### src/rtl/pcn_pkg.sv
package pcn_pkg;

  typedef enum logic [1:0] {
    JK_SEQ = 2'b00,
    JK_REL = 2'b01,
    JK_IND = 2'b10,
    JK_DBL = 2'b11
  } jumpKind_e;

  typedef enum logic [2:0] {
    SEL_SEQ,
    SEL_REL,
    SEL_IND,
    SEL_DBL,
    SEL_REFILL
  } addrSel_e;

  typedef struct packed {
    logic     hold;
    addrSel_e sel;
    logic     taken;
  } pcStrobes_t;

endpackage

### src/rtl/pcn_ctrl.sv
module pcn_ctrl
  import pcn_pkg::*;
(
  input  logic       clk,
  input  logic       rstN,
  input  logic [1:0] jumpKind,
  input  logic       stall,
  output pcStrobes_t strb,
  output logic       flush
);

  jumpKind_e kindIn;
  assign kindIn = jumpKind_e'(jumpKind);

  always_comb begin
    strb.hold  = stall;
    strb.taken = 1'b0;
    strb.sel   = SEL_SEQ;
    if (flush) begin
      strb.sel = SEL_REFILL;
    end else begin
      unique case (kindIn)
        JK_SEQ: strb.sel = SEL_SEQ;
        JK_DBL: strb.sel = SEL_DBL;
        JK_REL: begin
          strb.sel   = SEL_REL;
          strb.taken = 1'b1;
        end
        JK_IND: begin
          strb.sel   = SEL_IND;
          strb.taken = 1'b1;
        end
        default: strb.sel = SEL_SEQ;
      endcase
    end
  end

  always_ff @(posedge clk or negedge rstN) begin
    if (!rstN) begin
      flush <= 1'b1;
    end else if (!strb.hold) begin
      flush <= strb.taken;
    end
  end

endmodule

### src/rtl/pcn_datapath.sv
module pcn_datapath
  import pcn_pkg::*;
#(
  parameter int PC_W  = 12,
  parameter int OFS_W = 12,
  parameter int Z_W   = 16
) (
  input  logic             clk,
  input  logic             rstN,
  input  pcStrobes_t       strb,
  input  logic [OFS_W-1:0] relOfs,
  input  logic [Z_W-1:0]   zPtr,
  output logic [PC_W-1:0]  pc,
  output logic [PC_W-1:0]  fetchAddr
);

  localparam logic [PC_W-1:0] STEP1 = PC_W'(1);
  localparam logic [PC_W-1:0] STEP2 = PC_W'(2);

  logic [PC_W-1:0] ofsExt;
  logic [PC_W-1:0] target;
  logic [PC_W-1:0] pcNext;
  logic [PC_W-1:0] fetchNext;

  generate
    if (OFS_W < PC_W) begin : g_ofsWiden
      assign ofsExt = {{(PC_W-OFS_W){relOfs[OFS_W-1]}}, relOfs};
    end else begin : g_ofsTrim
      assign ofsExt = relOfs[PC_W-1:0];
    end
  endgenerate

  always_comb begin
    unique case (strb.sel)
      SEL_SEQ:    target = pc + STEP1;
      SEL_DBL:    target = pc + STEP2;
      SEL_REL:    target = pc + ofsExt + STEP1;
      SEL_IND:    target = zPtr[PC_W-1:0];
      SEL_REFILL: target = pc;
      default:    target = pc;
    endcase
  end

  always_comb begin
    pcNext = target;
    if (strb.taken) begin
      fetchNext = target;
    end else begin
      fetchNext = target + STEP1;
    end
  end

  always_ff @(posedge clk or negedge rstN) begin
    if (!rstN) begin
      pc        <= '0;
      fetchAddr <= '0;
    end else if (!strb.hold) begin
      pc        <= pcNext;
      fetchAddr <= fetchNext;
    end
  end

endmodule

### src/rtl/pcn_next_addr.sv
module pcn_next_addr
  import pcn_pkg::*;
#(
  parameter int PC_W  = 12,
  parameter int OFS_W = 12,
  parameter int Z_W   = 16
) (
  input  logic             clk,
  input  logic             rstN,
  input  logic [1:0]       jumpKind,
  input  logic [OFS_W-1:0] relOfs,
  input  logic [Z_W-1:0]   zPtr,
  input  logic             stall,
  output logic [PC_W-1:0]  pc,
  output logic [PC_W-1:0]  fetchAddr,
  output logic             flush
);

  pcStrobes_t strb;

  pcn_ctrl ctrl_i (
    .clk      (clk),
    .rstN     (rstN),
    .jumpKind (jumpKind),
    .stall    (stall),
    .strb     (strb),
    .flush    (flush)
  );

  pcn_datapath #(
    .PC_W  (PC_W),
    .OFS_W (OFS_W),
    .Z_W   (Z_W)
  ) dp_i (
    .clk       (clk),
    .rstN      (rstN),
    .strb      (strb),
    .relOfs    (relOfs),
    .zPtr      (zPtr),
    .pc        (pc),
    .fetchAddr (fetchAddr)
  );

endmodule

### config.mk
export PLATFORM = sky130hd
export DESIGN_NAME = pcn_next_addr
export DESIGN_NICKNAME = d
export VERILOG_FILES = /design/src/rtl/pcn_pkg.sv /design/src/rtl/pcn_ctrl.sv /design/src/rtl/pcn_datapath.sv /design/src/rtl/pcn_next_addr.sv
export SDC_FILE = /design/constraint.sdc
export NUM_CORES = 1
export LEC_CHECK = 0
export BUFFER_PORTS_ARGS = -buffer_cell sky130_fd_sc_hd__buf_2
export CAP_MARGIN = 15
export CORE_ASPECT_RATIO = 1.25
export CORE_MARGIN = 4
export CORE_UTILIZATION = 61
export CTS_BUF_LIST = sky130_fd_sc_hd__clkbuf_4 sky130_fd_sc_hd__clkbuf_8
export CTS_CLUSTER_SIZE = 28
export DETAILED_ROUTE_END_ITERATION = 8
export PLACE_DENSITY = 0.95
export SYNTH_ARGS = -nofsm -noshare
export SYNTH_HDL_FRONTEND = slang
export SYNTH_SLANG_ARGS = --single-unit
### constraint.sdc
create_clock -name clk -period 6.5 [get_ports clk]
set_input_delay 1.3 -clock clk [delete_from_list [all_inputs] [get_ports clk]]
set_output_delay 1.3 -clock clk [all_outputs]
set_load 0.05 [all_outputs]
# After elaboration in Yosys (flattened, before gate mapping)

Cells that the tools add are included.

Register bits: 25
Word-level logic and storage cells: 23

Add/sub/neg operators: 5
Reductions and logical operators: 3
Muxes and demuxes: 6
Eq/ne operators: 6

Operator list:

| operator                                       | number |
|---|---|
| case mux 12 bit (4 select lines)               | 1 |
| adder 12 x 1 -> 12 bit (second input constant) | 3 |
| adder 12 bit                                   | 1 |
| adder 12 x 2 -> 12 bit (second input constant) | 1 |
| two-way mux 12 bit                             | 1 |
| case mux 3 bit (4 select lines)                | 1 |
| == test 3 x 2 -> 1 bit (second input constant) | 2 |
| == test 2 bit (second input constant)          | 2 |
| == test 3 x 1 -> 1 bit (second input constant) | 1 |
| zero test 3 bit                                | 1 |
| two-way mux 3 bit                              | 1 |
| == test 2 x 1 -> 1 bit (second input constant) | 1 |
| zero test 2 bit                                | 1 |
| two-way mux 1 bit                              | 2 |
| OR reduction 2 bit                             | 1 |

# Logic depth before layout (Yosys ltp)

Gate-level depths: netlist of run 1.

Word-level depth: 7
Depth in mapped cells: 15

# Cells and area by module

From an unflattened synthesis of run 1, not the netlist that was laid out.

Cell total of the unflattened synthesis: 334
Area total of the unflattened synthesis: 2726.4 um2

By module, submodules not included:

| module       | sequential area each (um2) | area an instance (um2) | instances | cells an instance |
|---|---|---|---|---|
| pcn_datapath | 600.6                      | 2591.2                 | 1         | 319 |
| pcn_ctrl     | 26.3                       | 135.1                  | 1         | 15 |

# Least setup slack after synthesis of run 1

No wires, ideal clock.

Kind: input to register
Start point: input port jumpKind[0]
End point: register dp_i.fetchAddr[10]
Data arrival time: 3.946 ns
Path buffers: 3
Slack: 2.424 ns
Cell stages on the path: 15
Cell sequence: buf_4 -> inv_1 -> buf_2 -> ha_1 -> o21bai_2 -> buf_6 -> a211oi_1 -> or2_2 -> o21ai_0 -> ha_1 -> nand4_1 -> or4_1 -> nor2_1 -> xor2_1 -> o21ai_1

Cells in the longest elaborated chain, start to end: 7

RTL lines:

| element                                        | line                | text |
|---|---|---|
| from (decl)                                    | pcn_next_addr.sv:10 | `input logic [1:0] jumpKind,` |
| == test 2 bit (tied with other cells)          | pcn_ctrl.sv:22      | `unique case (kindIn)` |
| case mux 3 bit (4 select lines) (*)            | pcn_ctrl.sv:22      |  |
| two-way mux 3 bit (*)                          | pcn_ctrl.sv:19      | `if (flush) begin` |
| == test 3 x 2 -> 1 bit (tied with other cells) | pcn_datapath.sv:34  | `unique case (strb.sel)` |
| case mux 12 bit (4 select lines) (*)           | pcn_datapath.sv:34  |  |
| net dp_i.pcNext[1]                             | pcn_datapath.sv:22  | `logic [PC_W-1:0] pcNext;` |
| adder 12 x 1 -> 12 bit (*)                     | pcn_datapath.sv:49  | `fetchNext = target + STEP1;` |
| two-way mux 12 bit (*)                         | pcn_datapath.sv:46  | `if (strb.taken) begin` |
| to (signal assigned)                           | pcn_datapath.sv:59  | `fetchAddr <= fetchNext;` |
| to (decl)                                      | pcn_datapath.sv:14  | `output logic [PC_W-1:0] fetchAddr` |

The timed path passes the listed nets; every way through them passes the cells marked *. The select of a mux whose other input is x is not followed.
A chain may end at the register's enable or synchronous reset.

# Final worst setup path of run 1

Start point: input port jumpKind[0]
End point: register dp_i.fetchAddr[10]

Cells in the longest elaborated chain, start to end: 7

RTL lines:

| element                                        | line |
|---|---|
| == test 2 bit (tied with other cells)          | pcn_ctrl.sv:22 |
| case mux 3 bit (4 select lines)                | pcn_ctrl.sv:22 |
| two-way mux 3 bit                              | pcn_ctrl.sv:19 |
| == test 3 x 2 -> 1 bit (tied with other cells) | pcn_datapath.sv:34 |
| case mux 12 bit (4 select lines)               | pcn_datapath.sv:34 |
| adder 12 x 1 -> 12 bit                         | pcn_datapath.sv:49 |
| two-way mux 12 bit (*)                         | pcn_datapath.sv:46 |

Every way passes the cells marked *; elsewhere a longest branch is shown, timed or not. The select of a mux whose other input is x is not followed.

==> results of run 1 <==
## path summary, 6_finish.rpt
| check | cells past startpoint | slack [ns] | from | end |
|---|---|---|---|---|
| worst max-delay path | 12 | 1.57 | jumpKind[0] | dp_i.fetchAddr[10] |
| worst min-delay path | 2 | 0.49 | dp_i.fetchAddr[10] | dp_i.fetchAddr[10] |
| max in group asynchronous | 1 | 5.12 | rstN | ctrl_i.flush |
| min in group asynchronous | 1 | 1.01 | rstN | dp_i.fetchAddr[8] |
| worst min register to register | 2 | 0.49 | dp_i.fetchAddr[10] | dp_i.fetchAddr[10] |
| worst max register to register | 14 | 2.77 | dp_i.pc[0] | dp_i.fetchAddr[10] |
## through the flow
| stage | hold slack (ns) | worst slack, ns | power (mW) | instances | area, um^2 |
|---|---|---|---|---|---|
| floorplan | 0.762 | 2.42 | 1.04 | 336 | 2660 |
| CTS | 0.493 | 1.70 | 1.34 | 429 | 2940 |
| detailed placement | 0.473 | 1.41 | 1.24 | 425 | 2890 |
| finish | 0.492 | 1.57 | 1.35 | 429 | 2940 |
| global placement | 0.467 | 1.48 | 1.22 | 425 | 2890 |
| global route | 0.532 | 1.30 | 1.45 | 429 | 2940 |
## power by group
group | switching, mW | internal [mW]
Combinational | 0.601 | 0.311
Sequential | 0.124 | 0.221
Clock | 0.0450 | 0.0479
Total | 0.770 | 0.580
## cells in the mapped netlist (2+ instances only)
cell / instances / area share, %
clkbuf_1: 8 / 1.1
xor2_1: 9 / 3.0
and4_1: 2 / 0.66
nand3b_1: 2 / 0.57
dfrtp_1: 24 / 23
o31a_1: 2 / 0.66
o211ai_1: 4 / 1.1
nand2b_1: 6 / 1.4
o22ai_1: 3 / 0.71
a221oi_1: 4 / 1.3
nor4_1: 2 / 0.47
nand2_1: 38 / 5.4
xnor2_1: 13 / 4.3
nor3_2: 2 / 0.75
buf_6: 2 / 0.85
o2111ai_1: 3 / 0.99
and3_1: 6 / 1.4
a211o_1: 2 / 0.66
nand4_1: 6 / 1.4
a31oi_1: 3 / 0.71
a21oi_1: 15 / 2.8
nor2_1: 28 / 4.0
o21ai_1: 5 / 0.94
mux2_2: 6 / 2.5
nor2b_1: 3 / 0.71
nor3_1: 11 / 2.1
nand3_1: 12 / 2.3
a21o_1: 3 / 0.85
o21ai_0: 25 / 4.7
buf_2: 7 / 1.3
o311a_1: 2 / 0.75
a31o_2: 3 / 0.99
or4_1: 3 / 0.85
a211oi_1: 6 / 1.7
inv_1: 10 / 1.4
mux2i_1: 3 / 1.1
ha_1: 17 / 8.0
o41ai_1: 5 / 1.6
## cell usage in the layout (no fill, tap or decap), drive strengths merged, types with 4 or more instances in the layout
master,synthesis,routed
mux2,6,6
ha,17,17
inv,10,10
nand3,12,12
nand4,6,6
clkbuf,9,4
a221oi,4,4
nand2b,6,6
nor3,13,13
o21ai,30,30
and3,6,6
o211ai,4,4
dfrtp,24,24
nor2,29,29
o41ai,5,5
xnor2,13,13
buf,11,53
a211oi,7,7
a21oi,15,15
nor2b,4,4
xor2,9,9
nand2,38,38
## flip-flops by register name, indices dropped and copies added, names as in the netlist
signal	count
dp_i.pc	12
ctrl_i.flush	1
dp_i.fetchAddr	12
## critical path, stage by stage
cell	delay, ns
buf_2	0.40
inv_1	0.36
ha_1	0.34
o21bai_2	0.61
nand4b_1	0.16
a22o_1	0.24
o311ai_0	0.43
nand4_1	0.26
or4_1	0.52
nor2_1	0.15
xor2_1	0.19
o21ai_1	0.08
## metal layers
metal  vias to the layer above  share of wire, %  track usage (%)
li1                       1322                 -                -
met1                      1235                41             32.7
met2                       129                49             42.8
met3                        21               6.9             2.05
met4                         0               2.8             12.0
met5                         -                 0                0
## cells by family (layout without fill, tap and decap cells)
| family | count (synthesis) | in the layout | synth area share (%) |
|---|---|---|---|
| AOI/OAI and AO/OA | 101 | 101 | 26.4 |
| xor gates and xnor gates | 22 | 22 | 7.25 |
| adders and majority gates | 18 | 18 | 8.76 |
| buffers and inverters | 31 | 68 | 5.46 |
| DFF | 25 | 25 | 23.6 |
| muxes | 9 | 9 | 3.67 |
| and+or+nand+nor | 130 | 130 | 24.8 |
## cell type report
class                           count  area, um^2  area share (%)
Timing Repair Buffer               53         265            9.03
Inverter                           11        41.3            1.41
Multi-Input combinational cell    280        1880            64.2
Clock buffer                        4        48.8            1.66
Sequential cell                    25         627            21.3
Tap cell                           56        70.1            2.39
==> impl_metrics.json, run 1 <==
{
  "cts_hold_buf": 0,
  "critical_path_required_ns": 6.63,
  "worstSetupPathType": "input port to flip-flop",
  "drc": 0,
  "tns_ns": 0,
  "drv_slew": 0,
  "chipHeight_um": 81.8,
  "cts_resized": 0,
  "finalHoldViolations": 0,
  "cts-root-buf": "clkbuf_8",
  "path_clk_slew_ns": 0.08,
  "place.gp.congestion": 0.896,
  "clk_latency_ns": 0.26,
  "overflow": 0,
  "cts_tree": "built",
  "synth_edf_count": 0,
  "diodes": 0,
  "synth_area_mm2": 0.00266,
  "clock-sinks": 25,
  "hold_class": "flip-flop to flip-flop",
  "cap_violations": 0,
  "antenna_found_initial": 0,
  "drt-total-wl_mm": 6.86,
  "rsz0062_at_grt": "false",
  "fmax_mhz": 203,
  "maxSlewHeadroom_pct": 48.6,
  "min_period_ns": 4.93,
  "grt_max_degree": 44,
  "status": "finished, final reports clean",
  "port_buffers": 53,
  "powerDensity_mw_per_mm2": 460,
  "ys_warn_count": 0,
  "io_pins": 58,
  "skew_ns": 0.00344,
  "synth_cell_types": 69,
  "initial_core_util_pct": 63.8,
  "syn_inst": 336,
  "num_rows": 26,
  "cp_data_arrival_time_ns": 5.05,
  "cp_max_fo": 28,
  "drt_iter0_drc": 223,
  "worstSetupStartpointType": "input port",
  "drive_above_1_share_pct": 20.9,
  "synth_nets": 387,
  "first_global_vias": 2515,
  "final_util_pct": 70.5,
  "p_leak_nw": 1.28,
  "cts_made_buffers": 3,
  "routed_via_density": 6.31,
  "first_pass_iters": 5,
  "syn_area_per_cell_um2": 7.91,
  "fin_crit_sh_pct": 75.8,
  "worst_pin_slew_ns": 0.768,
  "yosysSeqAreaShare_pct": 23.6,
  "ys_ff_latch": 25,
  "routedWlPerCell_um": 16.0,
  "htree_levels": 1,
  "clock_path_buffers": 2,
  "nFillCells": 360,
  "fin_nets": 425,
  "gr-usage-all-layers_pct": 25.4,
  "cp-end-kind": "flip-flop",
  "chipWidth_um": 67.0,
  "ys.flop_type": "dfrtp_1",
  "dp_hpwl_mm": 5.22,
  "setup_viol": 0,
  "ys_async_sr_fraction_pct": 100,
  "grt_pass1_wl_mm": 11.1,
  "vias": 2707,
  "vdd.ir_drop.worst_mv": 0.266,
  "syn_to_final_growth_pct": 10.6,
  "postCtsSetupRepairBufs": 0,
  "antenna_left": 0,
  "dieArea_mm2": 0.00548,
  "core-area_mm2": 0.00416
}
Note: power is estimated with default switching activity, not from simulation.
==> run 2: changes to the inputs <==
--- a/config.mk
+++ b/config.mk
@@ -5,11 +5,12 @@
 export SDC_FILE = /design/constraint.sdc
 export NUM_CORES = 1
 export LEC_CHECK = 0
+export ABC_AREA = 1
 export BUFFER_PORTS_ARGS = -buffer_cell sky130_fd_sc_hd__buf_2
 export CAP_MARGIN = 15
 export CORE_ASPECT_RATIO = 1.25
 export CORE_MARGIN = 4
-export CORE_UTILIZATION = 61
+export CORE_UTILIZATION = 58
 export CTS_BUF_LIST = sky130_fd_sc_hd__clkbuf_4 sky130_fd_sc_hd__clkbuf_8
 export CTS_CLUSTER_SIZE = 28
 export DETAILED_ROUTE_END_ITERATION = 8
==> constraint.sdc (replaced) <==
create_clock -name clk -period 4.8 [get_ports clk]
set_input_delay 0.96 -clock clk [delete_from_list [all_inputs] [get_ports clk]]
set_output_delay 0.96 -clock clk [all_outputs]
set_load 0.05 [all_outputs]
==> run 2 against run 1 <==
  * Highest routed layer unchanged
  * Register-to-register slack got worse by 1.1 ns
  * Clock skew rose by 0.0013 ns
  * Non-clock buffer count did not move
  * First-iteration DRC count rose by 23%
  * Synthesized cell count rose by 48%
  * Core utilization fell by 4.2 points
  * Cell count rose by 41%
  * Area after synthesis rose by 13%
  * Sequential cell count did not move
==> impl_metrics.json, run 2 <==
{
  "status": "finished, final reports clean",
  "drive_above_1_share_pct": 17.6,
  "fin_crit_sh_pct": 66.2,
  "worstSetupStartpointType": "input port",
  "worst_pin_slew_ns": 0.594,
  "rr_endpoint": "dp_i.fetchAddr[10]",
  "met2_usage_pct": 48.4,
  "syn_to_final_growth_pct": 11.6,
  "cts_tree": "built",
  "post-synth-top-count-cell": "nand2_1",
  "place.gp.congestion": 0.917,
  "vias": 3390,
  "place_area_mm2": 0.00330,
  "top_regs": "dp_i.fetchAddr (12), dp_i.pc (12), ctrl_i.flush (1)",
  "cts_resized": 0,
  "dieArea_mm2": 0.00639,
  "clock-sinks": 25,
  "antenna_left": 0,
  "drc": 0,
  "postCtsSetupRepairBufs": 0,
  "use_met3_pct": 2.84,
  "synth_area_leader_cell": "dfrtp_1",
  "synthTopCellsByArea": "dfrtp_1 20%, nand2_1 20%, nand3_1 11%",
  "core-area_mm2": 0.00504,
  "skew_ns": 0.00473,
  "path_clk_slew_ns": 0.08,
  "ys_warn_count": 0,
  "hold_class": "flip-flop to flip-flop",
  "synth_edf_count": 0,
  "synth_top_area_share_pct": 20.0,
  "ys_ff_latch": 25,
  "ys.flop_type": "dfrtp_1",
  "synth_cell_types": 36,
  "fin_nets": 596,
  "vdd.ir_drop.worst_mv": 0.448,
  "worstHoldStart": "dp_i.fetchAddr[2]",
  "synth_common_cells": "158 x nand2_1, 68 x inv_1, 63 x nand3_1",
  "drt-total-wl_mm": 8.00,
  "first_global_vias": 3170,
  "drt_iter0_drc": 275,
  "holdPathStages": 2,
  "instances_no_fill": 606,
  "antenna_found_initial": 0,
  "final_cell_mix": "158 x nand2_1, 68 x inv_1, 63 x nand3_1",
  "routed_via_density": 5.59,
  "routedWlPerCell_um": 13.2,
  "tns_ns": 0,
  "cp_data_arrival_time_ns": 3.34,
  "dp_hpwl_mm": 6.44,
  "io_pins": 58,
  "critical_path_required_ns": 4.96,
  "cap_violations": 0,
  "busiest_layer": "met2",
  "drv_slew": 0,
  "dp.cells": 602,
  "clk_latency_ns": 0.27,
  "worstSetupPathType": "input port to flip-flop",
  "ys_async_sr_fraction_pct": 100,
  "cts_hold_buf": 0,
  "grt_max_degree": 29,
  "clock_path_buffers": 2,
  "finalInstanceArea_mm2": 0.00334,
  "setup_viol": 0,
  "min_period_ns": 3.18,
  "syn_inst": 496,
  "synth_area_mm2": 0.00300,
  "r2r_slack_ns": 1.68,
  "fmax_mhz": 315,
  "chipWidth_um": 72.3,
  "use_met1_pct": 29.0,
  "timing.rr.start": "dp_i.pc[0]",
  "final_common_cell": "nand2_1",
  "initial_core_util_pct": 59.4,
  "port_buffers": 53,
  "p_leak_nw": 1.91,
  "yosysSeqAreaShare_pct": 20.9,
  "num_rows": 29,
  "hold_path_end": "dp_i.fetchAddr[2]",
  "powerDensity_mw_per_mm2": 495,
  "cts-root-buf": "clkbuf_8",
  "cp_max_fo": 4,
  "syn_area_per_cell_um2": 6.04,
  "htree_levels": 1,
  "grt_pass1_wl_mm": 13.3,
  "gr-usage-all-layers_pct": 26.0,
  "diodes": 0,
  "cp-end-kind": "flip-flop",
  "overflow": 0,
  "synth_nets": 547,
  "finalHoldViolations": 0,
  "chipHeight_um": 88.4,
  "worstRegToRegCells": 18,
  "cts_made_buffers": 3,
  "rsz0062_at_grt": "false",
  "first_pass_iters": 6,
  "maxSlewHeadroom_pct": 60.4
}
run 2: cell count changes after synthesis, moves of 8 or more:
cell     before  now
xor2_1        9    1
inv_1        10   68
o21ai_0      25   16
nand4_1       6   17
nor3_1       11    1
xnor2_1      13    2
nand2_1      38  158
nor2_1       28   56
nand3_1      12   63
run 2: worst max path at each step:
stage,depth (start not counted),slack (ns),from,endpoint
finish,19,1.62,relOfs[0],dp_i.fetchAddr[10]
detailed placement,19,1.38,relOfs[0],dp_i.fetchAddr[8]
global route,19,1.44,relOfs[0],dp_i.fetchAddr[8]
global placement,19,1.46,relOfs[0],dp_i.fetchAddr[8]
CTS,19,1.64,relOfs[0],dp_i.fetchAddr[10]
floorplan,18,1.82,relOfs[0],dp_i.fetchAddr[8]
run 2: kinds of logic (layout without fill, tap and decap cells):
logic type,count (synthesis),after routing,synth area share [%]
adder cells (fa/ha/maj),18,18,7.77
buffers and inverters,84,132,11.0
AND/OR/NAND/NOR,329,329,52.6
XOR/XNOR,3,3,0.877
AO/OA/AOI/OAI,37,37,6.85
flip-flops,25,25,20.9
run 2: cell type report:
type | instances | area [um^2]
timing repair buffer | 53 | 265
sequential | 25 | 627
inverter | 75 | 287
tap | 62 | 77.6
clock buffer | 4 | 48.8
multi-input combinational | 387 | 2040
fill | 450 | 1700
run 2: per-layer routing:
layer,up-vias,wire (um)
met5,-,0
met4,0,302
met3,29,411
met2,141,4070
met1,1530,3220
li1,1690,-
run 2: power breakdown:
part	switching (mW)	internal, mW	total (mW)	leakage [nW]
clock	0.0650	0.0651	0.130	0.0262
combinational	0.801	0.319	1.12	1.57
sequential	0.121	0.284	0.404	0.311
total	0.986	0.668	1.65	1.91
run 2: critical path, stage by stage:
cell	delay, ns
buf_2	0.09
inv_1	0.05
ha_1	0.17
inv_1	0.10
fa_1	0.51
nand3_1	0.10
nand2_1	0.09
nor2_1	0.04
nand2_1	0.11
nand2_1	0.08
inv_1	0.06
ha_1	0.14
inv_1	0.04
nor2_1	0.19
nand3_2	0.16
nor2_2	0.21
nand3_1	0.10
nand2_1	0.07
nand3_1	0.06
run 2: through the flow:
stage,power [mW],hold slack (ns),util (%),setup slack (ns)
5_1_grt,1.79,0.513,66.3,1.44
2_1_floorplan,1.25,0.664,-,1.82
3_3_place_gp,1.47,0.459,65.3,1.46
4_1_cts,1.65,0.493,66.3,1.64
6_report,1.65,0.483,66.3,1.62
3_5_place_dp,1.51,0.463,65.3,1.38
